===== config.mk =====
export PLATFORM = sky130hd
export DESIGN_NAME = simd_floor_unit
export DESIGN_NICKNAME = d
export VERILOG_FILES = /design/src/rtl/floor_pkg.sv /design/src/rtl/floor_lane.sv /design/src/rtl/floor_lane_array.sv /design/src/rtl/floor_decode_check.sv /design/src/rtl/simd_floor_unit.sv
export SDC_FILE = /design/constraint.sdc
export NUM_CORES = 2
export LEC_CHECK = 0
export ABC_AREA = 1
export BUFFER_PORTS_ARGS = -buffer_cell sky130_fd_sc_hd__buf_2
export CORE_ASPECT_RATIO = 1.5
export CORE_MARGIN = 3
export CORE_UTILIZATION = 25
export DETAILED_ROUTE_END_ITERATION = 8
export GPL_TIMING_DRIVEN = 0
export PLACE_DENSITY_LB_ADDON = 0.12
export SETUP_SLACK_MARGIN = 0.2
export SYNTH_ARGS = -nofsm -noshare
export SYNTH_HDL_FRONTEND = slang
export SYNTH_SLANG_ARGS = --single-unit

===== constraint.sdc =====
create_clock -name clk -period 6.77 [get_ports clk]
set_clock_uncertainty 0.1 [all_clocks]
set_input_delay 1.354 -clock clk [delete_from_list [all_inputs] [get_ports clk]]
set_output_delay 1.354 -clock clk [all_outputs]
set_load 0.01 [all_outputs]

===== src/rtl/floor_pkg.sv =====
package floor_pkg;
  typedef enum logic [1:0] {
    LSZ_RSV_LO = 2'b00,
    LSZ_HALF   = 2'b01,
    LSZ_SINGLE = 2'b10,
    LSZ_RSV_HI = 2'b11
  } lane_size_e;

  localparam int HALF_EXP_W = 5;
  localparam int HALF_MAN_W = 10;
  localparam int SGL_EXP_W  = 8;
  localparam int SGL_MAN_W  = 23;
  localparam int DWORD_W    = 64;
endpackage


===== src/rtl/floor_lane.sv =====
module floor_lane #(
  parameter int EXP_W = 8,
  parameter int MAN_W = 23
) (
  input  logic [EXP_W+MAN_W:0] op,
  output logic [EXP_W+MAN_W:0] res,
  output logic                 snan
);
  localparam int W    = 1 + EXP_W + MAN_W;
  localparam int BIAS = (1 << (EXP_W - 1)) - 1;
  localparam logic [EXP_W-1:0] BIAS_E = EXP_W'(BIAS);
  localparam logic [EXP_W-1:0] LIM_E  = EXP_W'(BIAS + MAN_W);

  logic             sgn;
  logic [EXP_W-1:0] ex;
  logic [MAN_W-1:0] mn;
  logic [EXP_W-1:0] fb;
  logic [MAN_W:0]   one_at;
  logic [MAN_W:0]   mask_w;
  logic [MAN_W-1:0] frac;
  logic [MAN_W-1:0] trunc;
  logic [MAN_W+1:0] sig;

  assign sgn = op[W-1];
  assign ex  = op[W-2:MAN_W];
  assign mn  = op[MAN_W-1:0];

  always_comb begin
    res    = op;
    snan   = 1'b0;
    fb     = LIM_E - ex;
    one_at = (MAN_W+1)'(1) << fb;
    mask_w = one_at - (MAN_W+1)'(1);
    frac   = mn & mask_w[MAN_W-1:0];
    trunc  = mn & ~mask_w[MAN_W-1:0];
    sig    = {2'b01, trunc} + ((sgn && (frac != '0)) ? {1'b0, one_at} : '0);
    if (ex == '1) begin
      if (mn != '0) begin
        res  = {1'b0, {EXP_W{1'b1}}, 1'b1, {(MAN_W-1){1'b0}}};
        snan = ~mn[MAN_W-1];
      end
    end else if (ex == '0) begin
      res = {sgn, {(W-1){1'b0}}};
    end else if (ex < BIAS_E) begin
      res = sgn ? {1'b1, BIAS_E, {MAN_W{1'b0}}} : '0;
    end else if (ex >= LIM_E) begin
      res = op;
    end else if (sig[MAN_W+1]) begin
      res = {sgn, ex + EXP_W'(1), {MAN_W{1'b0}}};
    end else begin
      res = {sgn, ex, sig[MAN_W-1:0]};
    end
  end

  always_comb begin
    if (!(ex == '1 && mn != '0)) begin

      sign_keep_chk: assert (res[W-1] == sgn);
    end
    if (ex == '0 && mn == '0) begin

      zero_keep_chk: assert (res == op);
    end
    if (snan) begin

      nan_quiet_chk: assert (res[MAN_W-1] && res[W-2:MAN_W] == '1);
    end
  end
endmodule


===== src/rtl/floor_lane_array.sv =====
module floor_lane_array #(
  parameter int VEC_W = 128
) (
  input  logic [VEC_W-1:0]    vec,
  output logic [VEC_W-1:0]    half_res,
  output logic [VEC_W-1:0]    sgl_res,
  output logic [VEC_W/16-1:0] half_snan,
  output logic [VEC_W/32-1:0] sgl_snan
);
  import floor_pkg::*;
  localparam int HALF_W = 1 + HALF_EXP_W + HALF_MAN_W;
  localparam int SGL_W  = 1 + SGL_EXP_W + SGL_MAN_W;
  localparam int HALF_N = VEC_W / HALF_W;
  localparam int SGL_N  = VEC_W / SGL_W;

  for (genvar h = 0; h < HALF_N; h++) begin : g_half
    floor_lane #(.EXP_W(HALF_EXP_W), .MAN_W(HALF_MAN_W)) u_lane (
      .op  (vec[h*HALF_W +: HALF_W]),
      .res (half_res[h*HALF_W +: HALF_W]),
      .snan(half_snan[h])
    );
  end

  for (genvar s = 0; s < SGL_N; s++) begin : g_sgl
    floor_lane #(.EXP_W(SGL_EXP_W), .MAN_W(SGL_MAN_W)) u_lane (
      .op  (vec[s*SGL_W +: SGL_W]),
      .res (sgl_res[s*SGL_W +: SGL_W]),
      .snan(sgl_snan[s])
    );
  end
endmodule


===== src/rtl/floor_decode_check.sv =====
module floor_decode_check #(
  parameter int IDX_W = 5
) (
  input  logic [1:0]       size,
  input  logic             quad,
  input  logic             half_en,
  input  logic [IDX_W-1:0] dst_idx,
  input  logic [IDX_W-1:0] src_idx,
  output logic             is_half,
  output logic             undef
);
  import floor_pkg::*;
  lane_size_e sz;
  logic bad_size, bad_align;

  assign sz = lane_size_e'(size);

  always_comb begin
    is_half  = (sz == LSZ_HALF);
    unique case (sz)
      LSZ_HALF:   bad_size = ~half_en;
      LSZ_SINGLE: bad_size = 1'b0;
      default:    bad_size = 1'b1;
    endcase
    bad_align = quad & (dst_idx[0] | src_idx[0]);
    undef     = bad_size | bad_align;
  end

  always_comb begin
    if (quad && src_idx[0]) begin

      odd_src_chk: assert (undef);
    end
  end
endmodule


===== src/rtl/simd_floor_unit.sv =====
module simd_floor_unit #(
  parameter int VEC_W = 128,
  parameter int IDX_W = 5
) (
  input  logic             clk,
  input  logic             rst_n,
  input  logic             half_en,
  input  logic             in_valid,
  output logic             in_ready,
  input  logic [1:0]       in_size,
  input  logic             in_quad,
  input  logic [IDX_W-1:0] in_dst_idx,
  input  logic [IDX_W-1:0] in_src_idx,
  input  logic [VEC_W-1:0] in_data,
  output logic             out_valid,
  input  logic             out_ready,
  output logic [VEC_W-1:0] out_data,
  output logic             out_undef,
  output logic             out_invalid
);
  import floor_pkg::*;
  localparam int HALF_N  = VEC_W / 16;
  localparam int SGL_N   = VEC_W / 32;
  localparam int LO_W    = VEC_W / 2;

  logic [VEC_W-1:0]  half_res, sgl_res, sel_res, keep_mask, nxt_data;
  logic [HALF_N-1:0] half_snan, half_act;
  logic [SGL_N-1:0]  sgl_snan, sgl_act;
  logic              is_half, undef, nxt_inv, accept;

  floor_decode_check #(.IDX_W(IDX_W)) u_chk (
    .size   (in_size),
    .quad   (in_quad),
    .half_en(half_en),
    .dst_idx(in_dst_idx),
    .src_idx(in_src_idx),
    .is_half(is_half),
    .undef  (undef)
  );

  floor_lane_array #(.VEC_W(VEC_W)) u_lanes (
    .vec      (in_data),
    .half_res (half_res),
    .sgl_res  (sgl_res),
    .half_snan(half_snan),
    .sgl_snan (sgl_snan)
  );

  always_comb begin
    keep_mask = in_quad ? '1 : {{(VEC_W-LO_W){1'b0}}, {LO_W{1'b1}}};
    half_act  = in_quad ? '1 : {{(HALF_N/2){1'b0}}, {(HALF_N/2){1'b1}}};
    sgl_act   = in_quad ? '1 : {{(SGL_N/2){1'b0}}, {(SGL_N/2){1'b1}}};
    sel_res   = is_half ? half_res : sgl_res;
    nxt_data  = undef ? '0 : (sel_res & keep_mask);
    nxt_inv   = ~undef & (is_half ? |(half_snan & half_act) : |(sgl_snan & sgl_act));
  end

  assign in_ready = ~out_valid | out_ready;
  assign accept   = in_valid & in_ready;

  always_ff @(posedge clk) begin
    if (!rst_n) begin
      out_valid   <= 1'b0;
      out_data    <= '0;
      out_undef   <= 1'b0;
      out_invalid <= 1'b0;
    end else if (accept) begin
      out_valid   <= 1'b1;
      out_data    <= nxt_data;
      out_undef   <= undef;
      out_invalid <= nxt_inv;
    end else if (out_ready) begin
      out_valid   <= 1'b0;
    end
  end


  hold_stable_chk: assert property (@(posedge clk) disable iff (!rst_n)
    out_valid && !out_ready |=> out_valid && $stable(out_data) && $stable(out_undef) && $stable(out_invalid));


  drop_only_taken_chk: assert property (@(posedge clk) disable iff (!rst_n)
    $fell(out_valid) |-> $past(out_ready));


  undef_quiet_chk: assert property (@(posedge clk) disable iff (!rst_n)
    out_valid && out_undef |-> out_data == '0 && !out_invalid);
endmodule


; After elaboration in Yosys (flattened, before gate mapping)
; Cells that the tools add are included.
[word_totals]
regBits = 131
input_bits = 146
out_inout_bits = 132
word_cells = 342
[op_classes]
n_addsub = 48
n_lt_le_gt_ge = 24
eq_ne = 14
shifts = 12
muxes = 129
bitwise_logic = 60
n_reduce_logical = 51
[op_table]
columns = cell, n
row1 = two-way mux 16 bit, 40
row2 = two-way mux 32 bit, 20
row3 = two-way mux 128 bit, 3
row4 = two-way mux 31 bit, 8
row5 = two-way mux 15 bit, 16
row6 = bitwise AND 23 bit, 8
row7 = nonzero test 23 bit, 8
row8 = bitwise AND 10 bit, 16
row9 = nonzero test 10 bit, 16
row10 = bitwise AND 128 bit, 1
row11 = adder 24 x 24 -> 25 bit, 4
row12 = adder 11 x 11 -> 12 bit, 8
row13 = two-way mux 24 bit, 4
row14 = << shifter 1 x 8 -> 24 bit (first input constant), 4
row15 = NOT 23 bit, 4
row16 = subtractor 23 x 1 -> 23 bit (second input constant), 4
row17 = two-way mux 11 bit, 8
row18 = << shifter 1 x 5 -> 11 bit (first input constant), 8
row19 = NOT 10 bit, 8
row20 = subtractor 10 x 1 -> 10 bit (second input constant), 8
row21 = adder 5 x 1 -> 5 bit (second input constant), 8
row22 = equality test 5 bit (second input constant), 8
row23 = >= comparator 5 bit (second input constant), 8
row24 = logical NOT 5 bit, 8
row25 = other kinds (23), 110

; Depth between registers and ports, before layout
[depth]
ltp_word = 16
depth_mapped = 51
ltp_nobuf = 49

; Modules after synthesis
; From an unflattened synthesis, not the netlist that was laid out.
[unflattened]
cells_unflattened = 5767
hier_area_um2 = 32453.6
[by_module_without_submodules]
columns = module, instances, cells_per_inst, area_each_um2, seq_area_each_um2
row1 = floor_lane (u_lanes.g_half[0].u_lane ...), 7, 297, 1600.3, 0.0
row2 = floor_lane (u_lanes.g_sgl[1].u_lane ...), 2, 600, 3388.2, 0.0
row3 = simd_floor_unit, 1, 1002, 6167.2, 2622.5
row4 = floor_lane (u_lanes.g_sgl[3].u_lane), 1, 600, 3393.3, 0.0
row5 = floor_lane (u_lanes.g_sgl[0].u_lane), 1, 585, 3261.9, 0.0
row6 = floor_lane (u_lanes.g_half[3].u_lane), 1, 293, 1620.3, 0.0
row7 = floor_decode_check, 1, 8, 32.5, 0.0

; Worst setup path before layout
; Ideal clock, no wire load.
[synth_timing]
path_kind = input port to flip-flop
start = input port in_data[23]
end = register out_data[6]
setup_ns = 0.070
arrival_time_ns = 6.858
slack_ns = -0.258
path_stages = 43
n_path_buf = 3
cell_sequence = buf_2 inv_1 ha_1 inv_1 nor2_2 nand2_1 nor3_2 inv_1 ha_1 nand2_1 nor2_4 nand3_2 nand2_1 nand3_1 nand2_1 nor2_1 nand2_1 nor2_1 [... 7 more ...] nand2_1 o211ai_1 nand2_1 nand2_1 a21oi_1 o21ai_1 a21oi_1 o21ai_1 a21boi_0 o21ai_1 a21oi_1 nand2_4 nand2_8 inv_4 buf_6 o21ai_1 nand3_1 a21oi_1
[synth_via]
elab_chain_len = 16
elab_cells_between_ends = 22
[synth_lines]
columns = item, line
row1 = "start, declared", simd_floor_unit.sv:14  ; input logic [VEC_W-1:0] in_data,
row2 = subtractor 8 bit, floor_lane.sv:31  ; fb = LIM_E - ex;
row3 = << shifter 1 x 8 -> 24 bit, floor_lane.sv:32  ; one_at = (MAN_W+1)'(1) << fb;
row4 = subtractor 23 x 1 -> 23 bit, floor_lane.sv:33  ; mask_w = one_at - (MAN_W+1)'(1);
row5 = bitwise AND 23 bit, floor_lane.sv:34  ; frac = mn & mask_w[MAN_W-1:0];
row6 = nonzero test 23 bit, floor_lane.sv:36  ; sig = {2'b01, trunc} + ((sgn && (frac != '0)) ? {1'b0, one_at} : '0);
row7 = logical AND 1 bit, floor_lane.sv:36
row8 = two-way mux 24 bit, floor_lane.sv:36
row9 = adder 24 x 24 -> 25 bit, floor_lane.sv:36
row10 = two-way mux 31 bit, floor_lane.sv:48  ; end else if (sig[MAN_W+1]) begin
row11 = two-way mux 31 bit, floor_lane.sv:46  ; end else if (ex >= LIM_E) begin
row12 = two-way mux 32 bit, floor_lane.sv:44  ; end else if (ex < BIAS_E) begin
row13 = two-way mux 32 bit, floor_lane.sv:42  ; end else if (ex == '0) begin
row14 = two-way mux 32 bit *, floor_lane.sv:37  ; if (ex == '1) begin
row15 = two-way mux 128 bit *, simd_floor_unit.sv:53  ; sel_res = is_half ? half_res : sgl_res;
row16 = bitwise AND 128 bit *, simd_floor_unit.sv:54  ; nxt_data = undef ? '0 : (sel_res & keep_mask);
row17 = two-way mux 128 bit *, simd_floor_unit.sv:54
row18 = "end signal, assigned", simd_floor_unit.sv:69  ; out_data <= nxt_data;
row19 = "end, declared", simd_floor_unit.sv:17  ; output logic [VEC_W-1:0] out_data,
; Mark *: on every way between the ends. The rest lies on a longest branch, timed or not.
; A chain may end at the register's enable or synchronous reset.

; Worst setup path in the final report
[layout_timing]
start = input port in_data[28]
end = register out_data[12]
; Same word-level chain as after synthesis.

==> impl_metrics.xml <==
<?xml version="1.0" encoding="UTF-8"?>
<metrics>
  <group name="status">
    <metric name="run_status" unit="">complete, but fails checks</metric>
    <metric name="failing_checks" unit="">capacitance limit, slew limit, setup timing</metric>
  </group>
  <group name="drt">
    <metric name="dr_vias" unit="">37200</metric>
    <metric name="remaining_drc_errors" unit="">0</metric>
    <metric name="avgViaCountPerCell" unit="">5.31</metric>
    <metric name="detail_route.first_pass.iterations" unit="">5</metric>
    <metric name="detail-route-antenna-nets" unit="">0</metric>
    <metric name="drt-total-wl" unit="um">161000</metric>
    <metric name="detail_route.wl_per_cell" unit="um">22.9</metric>
    <metric name="drt-initial-drc-count" unit="">2431</metric>
  </group>
  <group name="floorplanning">
    <metric name="dieArea" unit="um^2">115000</metric>
    <metric name="floorplan.die.width" unit="um">277</metric>
    <metric name="top_level_ports" unit="">278</metric>
    <metric name="std_cell_rows" unit="">148</metric>
    <metric name="die_height" unit="um">413</metric>
    <metric name="fp.coreArea" unit="um^2">109000</metric>
    <metric name="initial_utilization" unit="%">25.3</metric>
  </group>
  <group name="logic_synthesis">
    <metric name="synth_top_family_by_area" unit="">simple AND/OR/NAND/NOR gates</metric>
    <metric name="synth_simple_gate_area_share" unit="%">41.4</metric>
    <metric name="yosys_register_bits" unit="">131</metric>
    <metric name="async_flop_share" unit="%">0</metric>
    <metric name="postSynthNetCount" unit="">5255</metric>
    <metric name="syn-mean-instance-area" unit="um^2">5.71</metric>
    <metric name="synthMuxAreaShare" unit="%">0</metric>
    <metric name="yosys.area_share.xor_xnor" unit="%">6.52</metric>
    <metric name="synth.area.top_cells" unit="">sky130_fd_sc_hd__nand2_1, sky130_fd_sc_hd__ha_1, sky130_fd_sc_hd__dfxtp_1</metric>
    <metric name="post-synth-top-area-fraction" unit="%">16.6</metric>
    <metric name="synth_area" unit="um^2">27600</metric>
    <metric name="yosys.area_share.adder" unit="%">12.5</metric>
    <metric name="complex_gate_fraction_of_the_synthesized_area" unit="%">20.3</metric>
    <metric name="synth_ff_type" unit="">sky130_fd_sc_hd__dfxtp_1</metric>
    <metric name="synthCells" unit="">4841</metric>
    <metric name="synth.lib_cells_used.distinct" unit="">64</metric>
    <metric name="synth-edff-count" unit="">0</metric>
    <metric name="most_area_hungry_cell_type_in_the_yosys_netlist" unit="">sky130_fd_sc_hd__nand2_1</metric>
    <metric name="post_synthesis_sequential_area_ratio" unit="%">9.49</metric>
    <metric name="yosys_warnings" unit="">0</metric>
  </group>
  <group name="finish">
    <metric name="layout-area-overhead-vs-synth" unit="%">45.0</metric>
    <metric name="finalInstanceArea" unit="um^2">40100</metric>
    <metric name="final_core_util" unit="%">36.7</metric>
    <metric name="nNetsFinal" unit="">5975</metric>
    <metric name="layout-drive-gt1-share" unit="%">30.5</metric>
  </group>
  <group name="sta">
    <metric name="final-hold-violation-count" unit="">0</metric>
    <metric name="holdWs" unit="ns">0.358</metric>
    <metric name="finalWorstSetupSlack" unit="ns">-0.0794</metric>
    <metric name="timing.fmax" unit="MHz">146</metric>
    <metric name="timing_max_transition_violations_final" unit="">11</metric>
    <metric name="timing.final.crit_share" unit="%">101</metric>
    <metric name="timing.final.crit_period" unit="ns">6.85</metric>
    <metric name="rsz0062_at_grt" unit="">true</metric>
    <metric name="slew-limit-headroom" unit="%">-0.515</metric>
    <metric name="setup_total_negative_slack" unit="ns">-0.597</metric>
    <metric name="setup-violations-final" unit="">18</metric>
    <metric name="timing_worst_slew_pin_value" unit="ns">1.51</metric>
  </group>
  <group name="worst_setup_path">
    <metric name="cp_slowest_stage_delay" unit="ns">0.42</metric>
    <metric name="worst_path_dominant_cell_family" unit="">buffers and inverters</metric>
    <metric name="end_kind" unit="">register</metric>
    <metric name="cp.required" unit="ns">7.03</metric>
    <metric name="startpoint" unit="">in_data[28]</metric>
    <metric name="regToRegStartpoint" unit="">out_valid</metric>
    <metric name="path_buf_inv" unit="">17</metric>
    <metric name="critical_path.startpoint_type" unit="">input pin</metric>
    <metric name="worst-setup-path-type" unit="">in2reg</metric>
    <metric name="crit_top_cell" unit="">sky130_fd_sc_hd__buf_4</metric>
    <metric name="critical_path_fanouts_max" unit="">5</metric>
    <metric name="cp.arrival" unit="ns">7.11</metric>
    <metric name="cpMaxStageDelayCell" unit="">sky130_fd_sc_hd__fa_2</metric>
  </group>
  <group name="grt">
    <metric name="antenna_violations_before_repair" unit="">12</metric>
    <metric name="pin_count_of_the_biggest_net_entering_global_routing" unit="">17</metric>
    <metric name="globalRouteTotalUtil" unit="%">26.4</metric>
    <metric name="number_of_global_route_vias_before_repair" unit="">36100</metric>
    <metric name="grt_remaining_overflow" unit="">0</metric>
    <metric name="grt_first_pass_wirelength" unit="um">227000</metric>
  </group>
  <group name="clock_network">
    <metric name="worst_skew_pair.late_latency" unit="ns">0.51</metric>
    <metric name="cts-root-buf" unit="">sky130_fd_sc_hd__clkbuf_16</metric>
    <metric name="clk_transition_reported_paths" unit="ns">0.07</metric>
    <metric name="cts_sinks" unit="">131</metric>
    <metric name="tritoncts" unit="">done</metric>
    <metric name="cts-root-to-sink-buffers" unit="">2</metric>
    <metric name="htree_levels" unit="">4</metric>
    <metric name="cts-buffers-inserted" unit="">17</metric>
  </group>
  <group name="pwr">
    <metric name="ir_drop" unit="V">0.000198</metric>
    <metric name="pwr_density_cell" unit="nW/um^2">95.9</metric>
    <metric name="static_leak" unit="nW">19.3</metric>
  </group>
  <group name="worst_hold_path">
    <metric name="worstHoldPathType" unit="">reg2reg</metric>
    <metric name="timing.hold.worst.start" unit="">out_data[47]</metric>
  </group>
  <group name="run">
    <metric name="number_of_max_cap_violations" unit="">1</metric>
  </group>
  <group name="placement">
    <metric name="port_buffers" unit="">261</metric>
    <metric name="globalplace.congestion" unit="">0.981</metric>
    <metric name="dpl_cell_area" unit="um^2">30900</metric>
    <metric name="place.detailed.hpwl" unit="um">127000</metric>
  </group>
</metrics>
cell usage after synthesis, types with 29 or more instances:
library cell                count
sky130_fd_sc_hd__nor2_2        30
sky130_fd_sc_hd__o21ai_0      179
sky130_fd_sc_hd__nor3_1        65
sky130_fd_sc_hd__o21ai_1       50
sky130_fd_sc_hd__inv_1        475
sky130_fd_sc_hd__inv_2         29
sky130_fd_sc_hd__dfxtp_1      131
sky130_fd_sc_hd__nand3_1      374
sky130_fd_sc_hd__nor2_1       602
sky130_fd_sc_hd__clkbuf_1     102
sky130_fd_sc_hd__xnor2_1       74
sky130_fd_sc_hd__o2111ai_1     70
sky130_fd_sc_hd__xor2_1       121
sky130_fd_sc_hd__nand2_1     1221
sky130_fd_sc_hd__o211ai_1      63
sky130_fd_sc_hd__nand3_2       31
sky130_fd_sc_hd__a21oi_1      506
sky130_fd_sc_hd__nand4_1      122
sky130_fd_sc_hd__ha_1         256
logic make-up after synthesis:
family	Yosys count
buffers and inverters	678
AO/OA/AOI/OAI	981
AND/OR/NAND/NOR	2583
adder cells (fa/ha/maj)	268
flip-flops	131
XOR/XNOR	200
per-layer routing:
| layer | part of all wire (%) | vias to the layer above | global-route usage [%] |
|---|---|---|---|
| met5 | 0.030 | - | 0 |
| met3 | 5.4 | 518 | 3.88 |
| met1 | 36 | 17500 | 27.4 |
| met2 | 50 | 1402 | 48.8 |
| li1 | - | 17800 | - |
| met4 | 8.3 | 8 | 17.8 |
power by group:
part           internal (mW)  switching [mW]
registers              0.785         0.00930
clock network          0.627           0.483
logic                  0.662            1.28
total                   2.07            1.77
final cells by class:
cell class	count	area, um^2
Fill cell	12000	69000
Multi-Input combinational cell	4037	26600
Timing Repair Buffer	697	5130
Sequential cell	131	2620
Inverter	522	2140
Tap cell	1425	1780
Buffer	155	1100
Clock buffer	17	425
Clock inverter	15	218
Antenna cell	8	20.0
timing repair:
item | in CTS | in global routing
endpoints found under the setup margin | 124 | 124
hold buffers | 0 | 0
cloned | 9 | 9
pin swaps | 193 | 333
buffers inserted | 268 | 154
gates resized for setup | 519 | 713
worst reg2reg max path, delay by kind of cell (launching register included):
kind	cells	cell delay [ns]
DFF	1	0.33
buffers and inverters	3	1.78
AOI/OAI and AO/OA	2	0.22
and+or+nand+nor	4	1.05
worst paths after layout:
| check | to | slack, ns | cells after the start |
|---|---|---|---|
| setup / recovery | out_data[12] | -0.08 | 46 |
| hold / removal | out_data[47] | 0.36 | 2 |
| setup reg to reg | out_data[124] | 3.10 | 9 |
| hold reg to reg | out_data[47] | 0.36 | 2 |
through the flow:
step	std cells	worst slack, ns	power [mW]
2_1_floorplan	4841	0.207	1.74
3_3_place_gp	6527	-2.55	2.29
3_5_place_dp	6527	-2.53	2.28
4_1_cts	6835	0.139	3.62
5_1_grt	7000	-0.374	4.04
6_report	7007	-0.0794	3.84
placed cells by master, fill, tap and decap left out, types with 17 or more instances in the layout:
cell type,n
sky130_fd_sc_hd__o211ai_1,63
sky130_fd_sc_hd__buf_2,259
sky130_fd_sc_hd__nor2_1,515
sky130_fd_sc_hd__nand3_4,38
sky130_fd_sc_hd__a21oi_2,105
sky130_fd_sc_hd__o2111ai_2,17
sky130_fd_sc_hd__o21bai_1,23
sky130_fd_sc_hd__ha_4,42
sky130_fd_sc_hd__nor2_2,65
sky130_fd_sc_hd__o21ai_2,39
sky130_fd_sc_hd__buf_12,18
sky130_fd_sc_hd__xor2_1,114
sky130_fd_sc_hd__o21ai_1,55
sky130_fd_sc_hd__nor4_1,22
sky130_fd_sc_hd__nor3_1,39
sky130_fd_sc_hd__nand2_4,53
sky130_fd_sc_hd__ha_1,206
sky130_fd_sc_hd__o2111ai_1,45
sky130_fd_sc_hd__xnor2_1,71
sky130_fd_sc_hd__inv_2,33
sky130_fd_sc_hd__inv_1,440
sky130_fd_sc_hd__buf_8,22
sky130_fd_sc_hd__clkbuf_1,76
sky130_fd_sc_hd__nor2_4,67
sky130_fd_sc_hd__a21oi_1,398
sky130_fd_sc_hd__nand3_2,103
sky130_fd_sc_hd__nand3_1,266
sky130_fd_sc_hd__clkbuf_16,28
sky130_fd_sc_hd__nand4_1,122
sky130_fd_sc_hd__nand2_2,139
sky130_fd_sc_hd__o21ai_0,121
sky130_fd_sc_hd__dfxtp_1,131
sky130_fd_sc_hd__nand2_1,1060
sky130_fd_sc_hd__buf_6,56
sky130_fd_sc_hd__buf_4,387
sky130_fd_sc_hd__nor3_4,18
sky130_fd_sc_hd__or2_2,17
sky130_fd_sc_hd__o21ai_4,17
sequential cells by signal, indices dropped and copies added, names as in the netlist:
name / count
out_data: 128
out_undef: 1
out_valid: 1
out_invalid: 1
Note: power is estimated with default switching activity, not from simulation.
